==> src/rtl/edge_capture_unit.sv <==
module edge_capture_unit #(
  parameter int CNT_W  = 16,
  parameter int FCNT_W = 3,
  parameter int FPER_W = 8
) (
  input  logic              clk,
  input  logic              rst_n,
  input  logic              pin_in,
  input  logic              invert,
  input  logic [1:0]        cap_mode,
  input  logic              reload_en,
  input  logic [FCNT_W-1:0] filt_count,
  input  logic [FPER_W-1:0] filt_period,
  input  logic [CNT_W-1:0]  count_in,
  input  logic              flag_clr,
  input  logic              irq_sel,
  input  logic              dma_sel,
  input  logic              route_off,
  output logic [CNT_W-1:0]  cap_value,
  output logic              edge_flag,
  output logic              irq,
  output logic              dma_req,
  output logic              reload
);
  localparam int RUN_W = FCNT_W + 2;

  logic              sync1, sync2, filt, prev;
  logic [FPER_W-1:0] div;
  logic [RUN_W-1:0]  run, need;
  logic              pol, tick, bypass, rise, fall, cap_fire;
  logic              irq_en, dma_en;

  assign pol    = sync2 ^ invert;
  assign bypass = (filt_period == '0);
  assign tick   = ({1'b0, div} + 1'b1) >= {1'b0, filt_period};
  assign need   = RUN_W'(filt_count) + RUN_W'(3);

  always_ff @(posedge clk) begin
    if (!rst_n) begin
      sync1 <= 1'b0;
      sync2 <= 1'b0;
    end else begin
      sync1 <= pin_in;
      sync2 <= sync1;
    end
  end

  always_ff @(posedge clk) begin
    if (!rst_n) begin
      div  <= '0;
      run  <= '0;
      filt <= 1'b0;
    end else if (bypass) begin
      div  <= '0;
      run  <= '0;
      filt <= pol;
    end else begin
      div <= tick ? '0 : div + 1'b1;
      if (tick) begin
        if (pol == filt) run <= '0;
        else if (run + 1'b1 == need) begin
          filt <= pol;
          run  <= '0;
        end else run <= run + 1'b1;
      end
    end
  end

  assign rise     = filt & ~prev;
  assign fall     = ~filt & prev;
  assign cap_fire = (cap_mode[0] & rise) | (cap_mode[1] & fall);
  assign reload   = cap_fire & reload_en;

  always_ff @(posedge clk) begin
    if (!rst_n) begin
      prev      <= 1'b0;
      cap_value <= '0;
      edge_flag <= 1'b0;
    end else begin
      prev <= filt;
      if (cap_fire) cap_value <= count_in;
      if (cap_fire) edge_flag <= 1'b1;
      else if (flag_clr) edge_flag <= 1'b0;
    end
  end

  always_ff @(posedge clk) begin
    if (!rst_n) begin
      irq_en <= 1'b0;
      dma_en <= 1'b0;
    end else if (route_off) begin
      irq_en <= 1'b0;
      dma_en <= 1'b0;
    end else if (irq_sel) begin
      irq_en <= 1'b1;
      dma_en <= 1'b0;
    end else if (dma_sel) begin
      irq_en <= 1'b0;
      dma_en <= 1'b1;
    end
  end

  assign irq     = edge_flag & irq_en;
  assign dma_req = edge_flag & dma_en;


  route_excl_chk: assert property (@(posedge clk) disable iff (!rst_n)
    !(irq && dma_req));


  flag_hold_chk: assert property (@(posedge clk) disable iff (!rst_n)
    edge_flag && !flag_clr |=> edge_flag);


  cap_sets_flag_chk: assert property (@(posedge clk) disable iff (!rst_n)
    cap_fire |=> edge_flag);


  cap_latch_chk: assert property (@(posedge clk) disable iff (!rst_n)
    cap_fire |=> cap_value == $past(count_in));


  mode_off_chk: assert property (@(posedge clk) disable iff (!rst_n)
    cap_mode == 2'b00 && !edge_flag && !reload |=> !edge_flag);


  reload_cap_chk: assert property (@(posedge clk) disable iff (!rst_n)
    reload |=> edge_flag);

endmodule

==> config.mk <==
export PLATFORM = sky130hd
export DESIGN_NAME = edge_capture_unit
export DESIGN_NICKNAME = d
export VERILOG_FILES = /design/src/rtl/edge_capture_unit.sv
export SDC_FILE = /design/constraint.sdc
export NUM_CORES = 1
export LEC_CHECK = 0
export ABC_AREA = 0
export ABC_CLOCK_PERIOD_IN_PS = 3000
export CAP_MARGIN = 30
export CORE_ASPECT_RATIO = 2
export CORE_MARGIN = 5
export CORE_UTILIZATION = 35
export CTS_CLUSTER_SIZE = 10
export DETAILED_ROUTE_END_ITERATION = 8
export DONT_BUFFER_PORTS = 1
export PLACE_DENSITY_LB_ADDON = 0.15
export SLEW_MARGIN = 30
export SYNTH_ARGS = -nofsm -noshare
export SYNTH_HDL_FRONTEND = slang
export SYNTH_SLANG_ARGS = --single-unit
==> constraint.sdc <==
create_clock -name clk -period 3 [get_ports clk]
set_input_delay 0.15 -clock clk [delete_from_list [all_inputs] [get_ports clk]]
set_output_delay 0.15 -clock clk [all_outputs]
set_load 0.01 [all_outputs]
==> results_dict.tcl <==
set metrics [dict create \
    grt_pass1_vias 1440 \
    area_delta_synth_final_pct 9.11 \
    leakage_nw 0.798 \
    routed_wl_mm 4.17 \
    fillers 553 \
    avgSynthCellArea_um2 9.58 \
    path_cells "ha_1 > nand3_1 > xnor2_1 > ha_1 > and3_1 > o21ai_1 > o211ai_1 > o32a_1 > nand3_2" \
    viasPerCell 5.36 \
    min_path_cells 1 \
    rsz0062_at_grt "false" \
    worst-endpoint-required_ns 3.23 \
    fin_crit_ns 2.55 \
    place.gp.congestion 0.795 \
    drt-met1-wl_mm 1.40 \
    powerDensity_mw_per_mm2 458 \
    fp-row-count 37 \
    core_area_mm2 0.00518 \
    ys_ff_latch 36 \
    ir_drop_v 0.000245 \
    synthCells 195 \
    cp-end-kind "flip-flop" \
    regToRegEndpoint "filt" \
    synth_edf_count 0 \
    period_share_pct 85.1 \
    overflow 0 \
    insertion_delay_ns 0.29 \
    hpwl_mm 3.26 \
    fmax_mhz 392 \
    antenna_found_initial 0 \
    postCtsSetupBuffers 0 \
    synth_nets 244 \
    critPathMaxFanout 6 \
    slowest_stage "o32a_1" \
    track_usage_pct 12.2 \
    dieArea_mm2 0.00699 \
    skew_ns 0.00584 \
    die_w_um 61.7 \
    numClockSinks 36 \
    cts-root-buf "clkbuf_8" \
    cts_tree "done" \
    worstMarginPinSlew_ns 0.677 \
    ys_seq_area_share_pct 38.6 \
    wl_met3_um 382 \
    critPathKind "flip-flop to flip-flop" \
    cts_buffers 5 \
    grt_max_degree 19 \
    finalMaxSlewViolations 0 \
    yosys_warnings 0 \
    finalHoldViolCount 0 \
    clkTransAtPathRegs_ns 0.07 \
    h-tree-depth 2 \
    nNetsFinal 248 \
    cap_violations 0 \
    drive_above_1_share_pct 9.50 \
    routed.top_layer "met4" \
    fp.dieH_um 113 \
    initial_core_util_pct 36.0 \
    r2r-start "div[0]" \
    status "complete, no violations" \
    crit_arrival_ns 2.78 \
    max_stage_delay_ns 0.42 \
    synth_async_sr_flop_share_pct 0 \
    ys.flop_type "dfxtp_1" \
    synth_cell_types 44 \
    finalNonFillerCells 258 \
    drt_iter0_markers 45 \
    dr.pass1.iters 4 \
    ff2ff_path_depth 9 \
    startpoint_type "flip-flop" \
    grt_pass1_wl_mm 6.40 \
    min_to "sync1" \
    num_antenna_cells 0 \
    relSlewSlack_pct 54.7 \
    numPortBuffers 0 \
    synth_area_mm2 0.00187 \
    route.met2.wl_mm 2.22 \
    vias 1383 \
    clockBufferDepth 2 \
    final_util_pct 39.3 \
    final.setup.tns_ns 0 \
    place_inst 248 \
    stdcell_area_mm2 0.00204 \
    holdCritPathClass "input port to flip-flop" \
    crit_top_cell "ha_1" \
    postRouteAntennaNets 0 \
    placed_area_mm2 0.00193 \
    route.detailed.drc 0 \
    wire_per_inst_um 16.2 \
    setup_viol 0 \
    holdCritStartpoint "rst_n" \
    rrSetupSlack_ns 0.45 \
    num_io_pins 58 \
]
-- cells in the final DEF, fill, tap and decap left out, types with 2 or more instances in the layout --
cell type / count
dfxtp_1: 36
nor2b_1: 18
mux2i_1: 16
inv_1: 14
ha_1: 11
nand3_1: 10
xnor2_1: 8
nor2_1: 8
nand2_1: 6
and2_1: 6
nor3b_1: 6
xor2_1: 5
a21oi_1: 5
clkbuf_8: 5
and3_1: 3
nor3_1: 3
o2111ai_1: 3
or4_1: 2
o21ai_1: 2
nand3_2: 2
o21ai_0: 2
o211ai_1: 2
o311ai_1: 2
clkinv_2: 2
dlygate4sd3_1: 2
-- sequential cells by signal (all words and copies together), names as in the netlist --
register   flops
cap_value     16
div            8
run            5
dma_en         1
edge_flag      1
filt           1
irq_en         1
prev           1
sync1          1
sync2          1
-- worst max path at each step --
stage,from,to,slack (ns),cells past startpoint
2_1_floorplan,div[2],filt,0.78,10
3_3_place_gp,div[0],filt,0.60,9
3_5_place_dp,div[0],filt,0.49,9
4_1_cts,div[0],filt,0.46,9
5_1_grt,div[2],run[2],0.26,10
6_report,div[0],filt,0.45,9
-- through the flow --
stage	power, mW	hold slack [ns]	setup slack [ns]
finish	0.934	0.00612	0.446
floorplan	0.585	0.229	0.783
global placement	0.597	0.232	0.598
detailed placement	0.604	0.235	0.494
global route	0.989	0.00163	0.258
CTS	0.955	0.00493	0.458
-- report_power, final --
part           internal [mW]  leakage (nW)  switching [mW]
combinational         0.0416         0.458          0.0491
clock                  0.162        0.0479           0.177
sequential             0.491         0.291          0.0133
total                  0.695         0.798           0.239
-- cells in the mapped netlist (all sizes together), types with 2 or more instances --
cell type	count	area (um^2)
mux2i	16	160
o21ai	6	33.8
nor2	8	30.0
o311ai	2	17.5
o2111ai	3	26.3
nand4	2	18.8
inv	14	52.6
nor3	3	15.0
dfxtp	36	721
xor2	6	60.1
o211ai	2	15.0
ha	11	138
nor2b	18	113
buf	4	21.3
nor3b	6	45.0
nand2	7	28.8
or4	2	15.0
nand3	12	70.1
clkbuf	2	7.51
and2	6	37.5
a21oi	6	33.8
xnor2	8	70.1
and3	3	18.8
-- what timing repair did --
| action | CTS | global route |
|---|---|---|
| endpoints found under the hold margin | 20 | 0 |
| hold buffers | 2 | 0 |
| gates resized for setup | 0 | 0 |
-- routing by layer --
metal	up-vias	track usage, %
met3	13	3.77
li1	684	-
met1	631	11.0
met2	55	21.9
met5	-	0
met4	0	7.51
-- critical path: cells and delay by family (launching register included) --
family	cells	cell delay, ns
flops	1	0.38
compound gates	3	0.92
simple gates	3	0.43
fa+ha+maj	2	0.52
xor+xnor	1	0.25
-- cell families (layout without fill, tap and decap cells) --
group / after synthesis / after routing / synth area share [%]
xor gates and xnor gates: 15 / 15 / 8.17
adders and majority gates: 11 / 11 / 7.37
DFF: 36 / 36 / 38.6
buffers and inverters: 20 / 25 / 4.35
muxes: 16 / 16 / 8.57
AOI/OAI and AO/OA: 24 / 24 / 9.51
and+or+nand+nor: 73 / 73 / 23.4
-- layout make-up --
| cell class | instances | area [um^2] | share of cell area [%] |
|---|---|---|---|
| repair buffers | 3 | 27.5 | 1.35 |
| multi-input cells | 139 | 1080 | 52.9 |
| flip-flops and latches | 36 | 721 | 35.4 |
| clock inverters | 3 | 18.8 | 0.921 |
| well taps | 58 | 72.6 | 3.56 |
| clock buffers | 5 | 68.8 | 3.38 |
| inverters | 14 | 52.6 | 2.58 |
(Power assumes the default switching activity.)
